$ cat config.mk
export PLATFORM = sky130hd
export DESIGN_NAME = capture_sequencer
export DESIGN_NICKNAME = d
export VERILOG_FILES = /design/src/rtl/capture_pkg.sv /design/src/rtl/tick_gen.sv /design/src/rtl/probe_trigger.sv /design/src/rtl/addr_sweep.sv /design/src/rtl/capture_sequencer.sv
export SDC_FILE = /design/constraint.sdc
export NUM_CORES = 1
export LEC_CHECK = 0
export ABC_CLOCK_PERIOD_IN_PS = 2200
export BUFFER_PORTS_ARGS = -buffer_cell sky130_fd_sc_hd__buf_4
export CAP_MARGIN = 20
export CORE_MARGIN = 1
export CORE_UTILIZATION = 30
export CTS_BUF_LIST = sky130_fd_sc_hd__clkbuf_4
export DETAILED_ROUTE_END_ITERATION = 10
export GPL_TIMING_DRIVEN = 0
export HOLD_SLACK_MARGIN = 0.06
export PLACE_DENSITY_LB_ADDON = 0.25
export SYNTH_ARGS = -nofsm -noshare
export SYNTH_HDL_FRONTEND = slang
export SYNTH_SLANG_ARGS = --single-unit
$ cat constraint.sdc
create_clock -name clk -period 2.2 [get_ports clk]
set_input_delay 0.44 -clock clk [delete_from_list [all_inputs] [get_ports clk]]
set_output_delay 0.44 -clock clk [all_outputs]
set_load 0.01 [all_outputs]
$ cat src/rtl/capture_pkg.sv
package capture_pkg;
    typedef enum logic [1:0] {
        ST_IDLE    = 2'd0,
        ST_ARMED   = 2'd1,
        ST_CAPTURE = 2'd2,
        ST_DONE    = 2'd3
    } cap_state_t;

    localparam logic [1:0] SEL_PATTERN = 2'd0;
    localparam logic [1:0] SEL_MASK    = 2'd1;
    localparam logic [1:0] SEL_RATIO   = 2'd2;
endpackage

$ cat src/rtl/tick_gen.sv
module tick_gen #(
    parameter int DIV_W = 8
) (
    input  logic             clk,
    input  logic             rst_n,
    input  logic             restart,
    input  logic [DIV_W-1:0] ratio,
    output logic             tick,
    output logic             mid
);
    localparam logic [DIV_W-1:0] MIN_RATIO = DIV_W'(2);

    logic [DIV_W-1:0] eff;
    logic [DIV_W-1:0] cnt;

    assign eff  = (ratio < MIN_RATIO) ? MIN_RATIO : ratio;
    assign tick = (cnt == eff);
    assign mid  = (cnt != '0) && (cnt != eff);

    always_ff @(posedge clk) begin
        if (!rst_n || restart || tick) begin
            cnt <= '0;
        end else begin
            cnt <= cnt + DIV_W'(1);
        end
    end
endmodule

$ cat src/rtl/probe_trigger.sv
module probe_trigger #(
    parameter int PROBE_W = 32
) (
    input  logic               clk,
    input  logic               rst_n,
    input  logic [PROBE_W-1:0] probe_i,
    input  logic [PROBE_W-1:0] pattern,
    input  logic [PROBE_W-1:0] mask,
    output logic [PROBE_W-1:0] probe_q,
    output logic               hit
);
    logic [PROBE_W-1:0] bit_ok;

    always_ff @(posedge clk) begin
        if (!rst_n) probe_q <= '0;
        else        probe_q <= probe_i;
    end

    for (genvar b = 0; b < PROBE_W; b++) begin : g_cmp
        assign bit_ok[b] = !mask[b] || (probe_q[b] == pattern[b]);
    end

    assign hit = &bit_ok;
endmodule

$ cat src/rtl/addr_sweep.sv
module addr_sweep #(
    parameter int ADDR_W = 14
) (
    input  logic              clk,
    input  logic              rst_n,
    input  logic              clear,
    input  logic              step,
    output logic [ADDR_W-1:0] addr,
    output logic              last
);
    assign last = &addr;

    always_ff @(posedge clk) begin
        if (!rst_n || clear) addr <= '0;
        else if (step)       addr <= addr + ADDR_W'(1);
    end
endmodule

$ cat src/rtl/capture_sequencer.sv
module capture_sequencer
    import capture_pkg::*;
#(
    parameter int PROBE_W = 32,
    parameter int ADDR_W  = 14,
    parameter int DATA_W  = 16,
    parameter int DIV_W   = 8
) (
    input  logic               clk,
    input  logic               rst_n,
    input  logic [PROBE_W-1:0] probe_i,
    input  logic               cfg_we,
    input  logic [1:0]         cfg_sel,
    input  logic [PROBE_W-1:0] cfg_data,
    input  logic               arm_i,
    output logic [ADDR_W-1:0]  mem_addr,
    output logic [DATA_W-1:0]  mem_data,
    output logic               mem_we_n,
    output logic               st_armed,
    output logic               st_capt,
    output logic               st_done
);
    cap_state_t state, state_nx;

    logic [PROBE_W-1:0] pattern_r, mask_r, probe_q;
    logic [DIV_W-1:0]   ratio_r;
    logic [DATA_W-1:0]  data_r;
    logic tick, mid, hit, last;
    logic arm_ok, fire, step, latch;

    // configuration registers
    always_ff @(posedge clk) begin
        if (!rst_n) begin
            pattern_r <= '0;
            mask_r    <= '0;
            ratio_r   <= '0;
        end else if (cfg_we) begin
            unique case (cfg_sel)
                SEL_PATTERN: pattern_r <= cfg_data;
                SEL_MASK:    mask_r    <= cfg_data;
                SEL_RATIO:   ratio_r   <= cfg_data[DIV_W-1:0];
                default:     ;
            endcase
        end
    end

    assign arm_ok = arm_i && (state != ST_CAPTURE);
    assign fire   = (state == ST_ARMED) && tick && hit && !arm_i;
    assign step   = (state == ST_CAPTURE) && tick && !last;
    assign latch  = fire || step;

    tick_gen #(.DIV_W(DIV_W)) u_tick (
        .clk(clk), .rst_n(rst_n), .restart(arm_ok),
        .ratio(ratio_r), .tick(tick), .mid(mid)
    );

    probe_trigger #(.PROBE_W(PROBE_W)) u_trig (
        .clk(clk), .rst_n(rst_n), .probe_i(probe_i),
        .pattern(pattern_r), .mask(mask_r),
        .probe_q(probe_q), .hit(hit)
    );

    addr_sweep #(.ADDR_W(ADDR_W)) u_addr (
        .clk(clk), .rst_n(rst_n), .clear(arm_ok),
        .step(step), .addr(mem_addr), .last(last)
    );

    // next-state logic
    always_comb begin
        state_nx = state;
        unique case (state)
            ST_IDLE:    if (arm_ok) state_nx = ST_ARMED;
            ST_ARMED:   if (fire)   state_nx = ST_CAPTURE;
            ST_CAPTURE: if (tick && last) state_nx = ST_DONE;
            ST_DONE:    if (arm_ok) state_nx = ST_ARMED;
            default:    state_nx = ST_IDLE;
        endcase
    end

    // state register
    always_ff @(posedge clk) begin
        if (!rst_n) state <= ST_IDLE;
        else        state <= state_nx;
    end

    // sample data register
    always_ff @(posedge clk) begin
        if (!rst_n)     data_r <= '0;
        else if (latch) data_r <= probe_q[DATA_W-1:0];
    end

    // outputs
    always_comb begin
        mem_data = data_r;
        mem_we_n = !((state == ST_CAPTURE) && mid);
        st_armed = (state == ST_ARMED);
        st_capt  = (state == ST_CAPTURE);
        st_done  = (state == ST_DONE);
    end
endmodule

==> results of run 1 <==
==> layer usage <==
| metal | vias up | track usage [%] | wire length (um) |
|---|---|---|---|
| li1 | 2408 | - | - |
| met2 | 102 | 24.6 | 6740 |
| met1 | 2166 | 21.3 | 7450 |
| met4 | 0 | 4.70 | 200 |
| met5 | - | 0 | 0 |
| met3 | 18 | 4.51 | 811 |
==> where the power goes <==
group	switching, mW	internal (mW)
registers	0.0841	2.72
clock network	1.05	0.802
logic	0.461	0.444
==> cell families after synthesis <==
| group | count (synthesis) | synth area share, % |
|---|---|---|
| mux | 25 | 4.23 |
| fa+ha+maj | 7 | 1.48 |
| simple gates | 263 | 22.2 |
| xor+xnor | 58 | 8.58 |
| compound gates | 94 | 12.3 |
| flops | 144 | 48.7 |
| buf+inv | 37 | 2.47 |
==> registers in the layout, summed over array words and instances (netlist names) <==
register and flops:
state 2, u_trig.probe_q 32, u_tick.cnt 8, mem_data 16
mask_r 32, ratio_r 8, u_addr.addr 14, pattern_r 32
==> cell type report <==
class / instances / area [um2] / share of cell area (%)
Antenna cell: 1 / 2.50 / 0.0322
Buffer: 30 / 120 / 1.55
Clock buffer: 17 / 128 / 1.64
Clock inverter: 14 / 181 / 2.34
Inverter: 7 / 26.3 / 0.338
Multi-Input combinational cell: 447 / 2940 / 37.8
Sequential cell: 144 / 2890 / 37.2
Tap cell: 265 / 332 / 4.27
Timing Repair Buffer: 143 / 1150 / 14.8
==> synth_stat cells (2+ instances only) <==
| library cell | instances | area [um2] |
|---|---|---|
| a21boi_0 | 64 | 480 |
| a21oi_1 | 2 | 10.0 |
| a22oi_1 | 14 | 105 |
| and2_1 | 34 | 213 |
| and3_1 | 3 | 18.8 |
| clkbuf_1 | 29 | 109 |
| dfxtp_1 | 144 | 2880 |
| ha_1 | 7 | 87.6 |
| inv_1 | 7 | 26.3 |
| mux2i_1 | 25 | 250 |
| nand2_1 | 138 | 518 |
| nand3_1 | 11 | 55.1 |
| nand4_1 | 6 | 37.5 |
| nor2_1 | 23 | 86.3 |
| nor2b_1 | 26 | 163 |
| nor3_1 | 3 | 15.0 |
| nor3b_1 | 2 | 15.0 |
| nor4_2 | 2 | 25.0 |
| nor4_4 | 2 | 42.5 |
| o21ai_1 | 3 | 15.0 |
| or2_2 | 2 | 12.5 |
| xnor2_1 | 8 | 70.1 |
| xor2_1 | 50 | 438 |
==> stage by stage <==
step           utilization, %  area (um2)  hold slack, ps  power [mW]  TNS [ps]
6_report                 40.0        7770             120        5.56      -193
5_1_grt                  40.0        7770            76.9        5.84     -3050
4_1_cts                  39.8        7720            76.9        5.60      -321
3_5_place_dp             36.2        7020             456        3.66     -1870
3_3_place_gp             36.2        7020             454        3.66     -1600
2_1_floorplan               -        5920             443        3.33         0
==> worst paths after layout <==
path	to	slack [ps]	cells past startpoint
max	mem_we_n	-130	5
min reg2reg	mask_r[16]$_SDFFE_PN0P_	480	2
max reg2reg	state[1]$_SDFFE_PN0P_	-50	8
min	mask_r[16]$_SDFFE_PN0P_	120	3
==> placed cells by master (no fill, tap or decap), drive strengths merged, types with 4 or more instances in the layout <==
cell type      n
nand2        138
nor3           4
xnor2          8
nor2b         26
buf          113
clkbuf        46
o21ai          5
nand4          6
and2          34
clkinvlp       4
nor4           5
a22oi         14
ha             7
nand3         12
mux2i         25
dlygate4sd3   31
inv           12
a21boi        66
nor2          23
dfxtp        144
xor2          50
==> critical path, stage by stage, from the launching register on <==
cell,delay [ps]
dfxtp_2,370
xor2_1,190
nor4_4,330
nand3_4,110
o211ai_1,180
buf_4,160
==> timing repair <==
item | in CTS | in global routing
setup endpoints to repair | 13 | 28
hold buffers | 31 | 0
resized for setup | 10 | 3
setup buffers | 4 | 5
endpoints found under the hold margin | 31 | 0
pin swaps | 3 | 7
==> reports/results.ini, run 1 <==
[setup_path]
reg2reg_from=ratio_r[4]$_SDFFE_PN0P_
worstSetupStartpointType=flop
crit_path_end_kind=output port
worstSetupPathType=flop to output port
path_max_fanout=3
startpoint=ratio_r[4]$_SDFFE_PN0P_
cp.arrival_ps=1890
required_ps=1760

[sta]
worst_pin_slew_ps=845
fmax_mhz=429
fin_ws_ps=-129
relSlewSlack_pct=43.6
finalSetupViolCount=6
fin_crit_sh_pct=106
slew_viol_final=0
finalHoldViolations=0
period_needed_ps=2330
rsz0062_at_grt=yes
finClkSkew_ps=18.1

[global_routing]
grt-ovfl-total=0
grt_pass1_wl_mm=24.2
grtUsageTotal_pct=15.9
grt_antenna_before_repair=1
grt_max_degree=17
grt_pass1_vias=4502

[placement]
portBuffers=103
dp_cells=996
dpl.hpwl_mm=11.2
gp_congestion=0.778
pre_cts_ws_ps=-174

[floorplanning]
dieArea_mm2=0.0203
die_w_um=142
rows=51
ioPinCount=104
die_h_um=142
core_mm2=0.0194
start_util_pct=30.5

[clock_network]
cts_root_buf=clkbuf_4
cts_tree=yes
cts.clk_slew.worst_paths_ps=140
clkLatencyLatePin_ps=570
htree_levels=4
numCtsBuffers=17
cts_max_path_buffers=2
cts.sinks=144

[synthesis]
yosysSeqAreaShare_pct=48.7
synth-seq-cells=144
synth-warning-count=0
synthDistinctLibCells=46
synthCells=628
netlist_area_mm2=0.00592
syn_nets=705
async_flop_share_pct=0
synth.avg_cell_area_um2=9.43
synth_flop_cell=dfxtp_1
synth_edf_count=0

[layout]
final_layout_size_suffix_gt1_share_pct=20.8
num-fill-cells=2029
area_growth_pct=31.2
final_nets=867
finalNonFillerCells=1068

[status]
status=finished, violations left
violations=negative setup slack

[drt]
dr.first_iter.drc_count=195
post_drt_via_cell_ratio=4.40
vias=4694
drc=0
totalWireLength_mm=15.2
drtAntennaViolNets=0
wl_per_cell_um=14.2
first_pass_iters=4

[power_and_ir_drop]
p_per_area_mw_per_mm2=716
peakVddDrop_mv=0.311
leakagePower_nw=3.26

[run]
drv_cap=0

[min_path]
min_from=cfg_data[16]
hold_class=input port to flop

Note: power is estimated with default switching activity, not from simulation.
==> inputs of run 2 (changes only) <==
- SKIP_CTS_REPAIR_TIMING: unset -> 1
- SYNTH_HIERARCHICAL: unset -> 1
==> reports/results.ini, run 2 <==
[status]
status=finished, violations left
violations=negative setup slack

[synthesis]
yosysMostFrequentCell=nand2_1
yosysTopAreaCell=dfxtp_1
synthCells=661  ; +5.3%
synth-seq-cells=144  ; unchanged
synthDistinctLibCells=45  ; -2.2%
synthAdderAreaFrac_pct=1.46  ; -0.021 points
async_flop_share_pct=0  ; unchanged
synthMuxAreaShare_pct=2.50  ; -1.7 points
synth.avg_cell_area_um2=9.09  ; -3.6%
synth_common_cells=162 x nand2_1, 144 x dfxtp_1, 47 x a21boi_1, 38 x xor2_1, 35 x and2_1
syn_nets=738  ; +4.7%
synth-warning-count=6  ; +6
synth.top_cells.by_area=dfxtp_1 48%, nand2_1 10%, a21boi_1 5.9%
yosysSeqAreaShare_pct=48.0  ; -0.70 points
synth_compound_gate_area_share_pct=14.5  ; +2.2 points
yosys.area.top_type_share_pct=48.0  ; -0.70 points
netlist_area_mm2=0.00601  ; +1.5%
synth_xor_area_share_pct=7.27  ; -1.3 points
synth_flop_cell=dfxtp_1
synth-simple-area-share_pct=22.6  ; +0.35 points
synth_edf_count=0  ; unchanged
synth_top_family_by_area=simple AND/OR/NAND/NOR gates

[power_and_ir_drop]
leakagePower_nw=3.24  ; -0.76%
finalPower_mw=5.52  ; -0.62%
p_comb_share_pct=16.4  ; about the same
peakVddDrop_mv=0.410  ; +32%
p_per_area_mw_per_mm2=693  ; -3.1%
p_sw_mw=1.47  ; -8.0%
clockPowerShare_pct=32.8  ; -0.5 points
power.share.sequential_pct=50.8  ; +0.4 points
switching_share_pct=26.6  ; -2.1 points
p_int_mw=4.06  ; +2.3%

[setup_path]
cp_cell_sequence=nor4_4 -> a22oi_2 -> a2111oi_4 -> buf_4 -> and2_4 -> and2_4 -> nand4_1 -> or4_1 -> a21oi_1
rr_worst_depth=9  ; +1
crit_top_cell=and2_4
worstPathBufferInverterCount=1  ; unchanged
required_ps=2670  ; +910 ps
cp.arrival_ps=3040  ; +1150 ps
cpMaxStageDelayCell=or4_1
max_stage_delay_ps=470  ; +100 ps
critPathTopFamily=simple AND/OR/NAND/NOR gates
worstSetupStartpointType=flop
r2r-end=u_addr/addr[8]$_SDFFE_PP0P_
crit_path_end_kind=flop
r2r_setup_slack_ps=-380  ; -330 ps
reg2reg_from=ratio_r[4]$_SDFFE_PN0P_
path_max_fanout=6  ; +3
worstSetupPathType=flop to flop

[drt]
met1_length_mm=7.38  ; -0.90%
totalWireLength_mm=15.8  ; +4.1%
wl_per_cell_um=14.4  ; +1.2%
vias=4937  ; +5.2%
post_drt_via_cell_ratio=4.50  ; +2.3%
routed-wl-met3_um=751  ; -7.4%
drc=0  ; unchanged
first_pass_iters=4  ; unchanged
top_layer_used=met4
drtAntennaViolNets=0  ; unchanged
dr.first_iter.drc_count=221  ; +13%
wl_met2_mm=7.58  ; +13%

[global_routing]
grt_pass1_wl_mm=24.0  ; -0.57%
grtUsageTotal_pct=15.5  ; -0.36 points
grt_max_degree=17  ; unchanged
grt_antenna_before_repair=0  ; -1
grt-ovfl-total=0  ; unchanged
grt_pass1_vias=4546  ; +0.98%

[sta]
worst_pin_slew_ps=570  ; -274 ps
fin_ws_ps=-379  ; -250 ps
finClkSkew_ps=18.3  ; +0.125 ps
fmax_mhz=388  ; -9.7%
finalHoldViolations=0  ; unchanged
fin_crit_sh_pct=117  ; +11 points
relSlewSlack_pct=62.0  ; +18 points
rsz0062_at_grt=yes
period_needed_ps=2580  ; +250 ps
slew_viol_final=0  ; unchanged
setup_tns_ps=-2610  ; -2420 ps
finalSetupViolCount=13  ; +7

[clock_network]
htree_levels=4  ; unchanged
cts_root_buf=clkbuf_4
cts.sinks=144  ; unchanged
cts_max_path_buffers=2  ; unchanged
cts.clk_slew.worst_paths_ps=120  ; -20 ps
numCtsBuffers=17  ; unchanged
cts_tree=yes
clkLatencyLatePin_ps=530  ; -40 ps

[layout]
finalNonFillerCells=1098  ; +2.8%
postLayoutCellArea_mm2=0.00797  ; +2.6%
area_growth_pct=32.7
final_layout_size_suffix_gt1_share_pct=25.8  ; +5.0 points
fin_util_pct=40.8  ; +0.78 points
num-fill-cells=2067  ; +1.9%
reg_top3=mask_r: 32 flops, pattern_r: 32 flops, u_trig/probe_q: 32 flops
final_cell_mix=162 x nand2_1, 134 x dfxtp_1, 122 x buf_4
diodes=0  ; -1
final_nets=899  ; +3.7%
layout_commonest_cell=nand2_1

[placement]
portBuffers=103  ; unchanged
gp_congestion=0.768  ; -1.3%
dp_cells=1029  ; +3.3%
placed_cell_area_mm2=0.00715  ; +1.8%
dpl.hpwl_mm=11.5  ; +3.2%

[min_path]
min_from=probe_i[3]
holdPathStages=2  ; -1
min_delay_worst_endpoint=u_trig/probe_q[3]$_SDFF_PN0_
hold_class=input port to flop

[floorplanning]
core_mm2=0.0195  ; +0.66%
ioPinCount=104  ; unchanged
die_w_um=143  ; +0.72%
rows=51  ; unchanged
die_h_um=143  ; +0.72%
start_util_pct=30.8  ; +0.24 points
dieArea_mm2=0.0206  ; +1.4%

[run]
drv_cap=0  ; unchanged

[run 2: cell count changes in the layout (fill, tap and decap cells not counted), moves of 10 or more]
cell,change
a21boi_0,-46
a21boi_1,+46
buf_2,+13
buf_4,+10
clkbuf_1,-17
dlygate4sd3_1,-11
mux2i_1,-10
nand2_1,+24
nor2_1,-15
nor2b_1,-15
o21ai_0,+10
xor2_1,-12
[run 2: layout make-up]
class                           count  area [um2]  share of cell area (%)
Clock inverter                     13         171                    2.15
Clock buffer                       17         128                    1.60
Buffer                             35         200                    2.51
Timing Repair Buffer              143        1140                    14.3
Tap cell                          265         332                    4.16
Sequential cell                   144        2900                    36.4
Multi-Input combinational cell    474        3070                    38.5
Inverter                            7        26.3                   0.330
[run 2: worst register-to-register path, delay by kind of cell (launching register included)]
family	cells	cell delay, ps
simple gates	5	1380
buf+inv	1	200
flops	1	380
compound gates	3	550
[run 2: through the flow]
step / worst slack, ps / hold WS, ps
detailed placement: -732 / 448
floorplan: -360 / 435
CTS: -778 / 56.0
finish: -379 / 114
global placement: -756 / 444
global route: -492 / 60.5
[run 2: cells by family after synthesis]
family / after synthesis
buffers and inverters: 43
adder cells (fa/ha/maj): 7
multiplexers: 15
flip-flops: 144
XOR/XNOR: 49
AO/OA/AOI/OAI: 121
AND/OR/NAND/NOR: 282
[run 2: layer usage]
metal,GRT usage [%],up-vias
met1,20.1,2285
li1,-,2545
met5,0,-
met4,3.36,0
met2,25.6,99
met3,4.27,8
[run 2: power by group through the flow]
stage / Combinational [mW] / Clock (mW) / Sequential [mW]
finish: 0.908 / 1.81 / 2.81
global route: 1.00 / 1.99 / 2.82
CTS: 0.763 / 1.86 / 2.81
detailed placement: 0.758 / 0 / 2.87
global placement: 0.759 / 0 / 2.86
floorplan: 0.466 / 0 / 2.84
[run 2: worst max path at each step]
stage          slack, ps                     endpoint                startpoint  depth (start not counted)
2_1_floorplan       -360  u_addr/addr[7]$_SDFFE_PP0P_   ratio_r[6]$_SDFFE_PN0P_                          9
3_3_place_gp        -760  u_addr/addr[9]$_SDFFE_PP0P_   ratio_r[7]$_SDFFE_PN0P_                          9
3_5_place_dp        -730  u_addr/addr[9]$_SDFFE_PP0P_   ratio_r[7]$_SDFFE_PN0P_                          9
4_1_cts             -780  u_addr/addr[9]$_SDFFE_PP0P_  u_tick/cnt[1]$_SDFF_PP0_                          9
5_1_grt             -490                     mem_we_n   ratio_r[4]$_SDFFE_PN0P_                          7
6_report            -380  u_addr/addr[8]$_SDFFE_PP0P_   ratio_r[4]$_SDFFE_PN0P_                          9
==> inputs of run 3 (changes only) <==
- CTS_BUF_LIST: sky130_fd_sc_hd__clkbuf_4 -> unset
- SYNTH_HIERARCHICAL: 1 -> unset
==> reports/results.ini, run 3 (synthesis gave the netlist of run 1 again) <==
[clock_network]
cts_tree=yes
cts_root_buf=clkbuf_16
clkLatencyLatePin_ps=430  ; -100 ps
cts.clk_slew.worst_paths_ps=70  ; -50 ps
numCtsBuffers=17  ; unchanged
htree_levels=4  ; unchanged
cts.sinks=144  ; unchanged
cts_max_path_buffers=2  ; unchanged

[power_and_ir_drop]
leakagePower_nw=3.33  ; +2.7%
p_per_area_mw_per_mm2=860  ; +24%
peakVddDrop_mv=0.512  ; +25%
finalPower_mw=6.79  ; +23%

[global_routing]
grtUsageTotal_pct=15.6  ; +0.066 points
grt-ovfl-total=0  ; unchanged
grt_pass1_vias=4373  ; -3.8%
grt_max_degree=17  ; unchanged
grt_antenna_before_repair=0  ; unchanged
grt_pass1_wl_mm=23.6  ; -1.8%

[setup_path]
crit_path_end_kind=output port
worstSetupStartpointType=flop
required_ps=1760  ; -910 ps
path_max_fanout=6  ; unchanged
worstSetupPathType=flop to output port
cp.arrival_ps=1840  ; -1200 ps

[sta]
period_needed_ps=2280  ; -298 ps
finalSetupViolCount=12  ; -1
slew_viol_final=0  ; unchanged
rsz0062_at_grt=yes
fin_crit_sh_pct=104  ; -14 points
fin_ws_ps=-81.3  ; +298 ps
worst_pin_slew_ps=795  ; +225 ps
fmax_mhz=438  ; +13%
finalHoldViolations=0  ; unchanged
setup_tns_ps=-225  ; +2380 ps
relSlewSlack_pct=46.9  ; -15 points
finClkSkew_ps=8.47  ; -9.79 ps

[floorplanning]
start_util_pct=30.5  ; -0.24 points
dieArea_mm2=0.0203  ; -1.4%
rows=51  ; unchanged
core_mm2=0.0194  ; -0.65%
ioPinCount=104  ; unchanged
die_h_um=142  ; -0.71%
die_w_um=142  ; -0.71%

[placement]
gp_congestion=0.778  ; +1.3%
dp_cells=996  ; -3.2%
placed_cell_area_mm2=0.00702  ; -1.8%
dpl.hpwl_mm=11.2  ; -3.1%
portBuffers=103  ; unchanged

[min_path]
hold_class=input port to flop

[layout]
reg_top3=mask_r: 32 flops, pattern_r: 32 flops, u_trig.probe_q: 32 flops
layout_commonest_cell=nand2_1
postLayoutCellArea_mm2=0.00790  ; -0.88%
diodes=0  ; unchanged
final_cell_mix=138 x nand2_1, 137 x dfxtp_1, 117 x buf_4
fin_util_pct=40.7  ; -0.093 points
finalNonFillerCells=1044  ; -4.9%
final_nets=844  ; -6.1%
area_growth_pct=33.4
final_layout_size_suffix_gt1_share_pct=23.2  ; -2.6 points

[drt]
post_drt_via_cell_ratio=4.35  ; -3.3%
first_pass_iters=4  ; unchanged
vias=4537  ; -8.1%
dr.first_iter.drc_count=174  ; -21%
totalWireLength_mm=15.1  ; -4.3%
wl_per_cell_um=14.5  ; +0.61%
drc=0  ; unchanged
drtAntennaViolNets=0  ; unchanged

[status]
status=finished, violations left
violations=negative setup slack

[run]
drv_cap=0  ; unchanged

[run 3: changes by cell type in the layout (fill, tap and decap cells not counted), sizes merged, moves of 10 or more]
cell and delta:
buf -25, clkbuf +18, dlygate4sd3 -20, mux2i +10
nand2 -24, nand3 -12, nor2 +15, nor2b +15
o21ai -15, xor2 +12
[run 3: final cells by class]
class	count	area [um2]
Multi-Input combinational cell	447	2970
Timing Repair Buffer	120	938
Fill cell	1995	11500
Buffer	30	124
Inverter	7	26.3
Clock inverter	13	178
Clock buffer	18	439
Tap cell	265	332
Sequential cell	144	2890
[run 3: layer usage]
layer / part of all wire (%) / vias up / global-route usage (%)
met3: 5.1 / 19 / 3.50
met1: 50 / 2061 / 21.2
met5: 0 / - / 0
met4: 1.6 / 0 / 6.73
li1: - / 2354 / -
met2: 44 / 103 / 23.5
[run 3: power breakdown]
group	total (mW)	internal, mW	switching, mW
combinational	0.957	0.481	0.476
clock	3.03	1.83	1.20
sequential	2.80	2.72	0.0859
total	6.79	5.03	1.76
[run 3: metrics by stage]
| stage | worst slack (ps) | hold WS [ps] |
|---|---|---|
| 2_1_floorplan | 149 | 443 |
| 3_3_place_gp | -153 | 454 |
| 6_report | -81.3 | 217 |
| 3_5_place_dp | -174 | 456 |
| 4_1_cts | -165 | 196 |
| 5_1_grt | -226 | 204 |
[run 3: path summary, 6_finish.rpt]
check	start	endpoint	slack, ps	depth (start not counted)
worst max-delay path	ratio_r[4]$_SDFFE_PN0P_	mem_we_n	-80	5
worst min-delay path	probe_i[18]	u_trig.probe_q[18]$_SDFF_PN0_	220	2
worst max register to register	ratio_r[7]$_SDFFE_PN0P_	mem_data[13]$_SDFFE_PN0P_	-20	10
worst min register to register	mask_r[27]$_SDFFE_PN0P_	mask_r[27]$_SDFFE_PN0P_	460	2
[run 3: critical path, stage by stage (launching register included)]
cell,delay (ps)
dfxtp_1,430
xor2_1,130
nor4_4,310
nand3_4,180
o211ai_1,210
buf_4,150
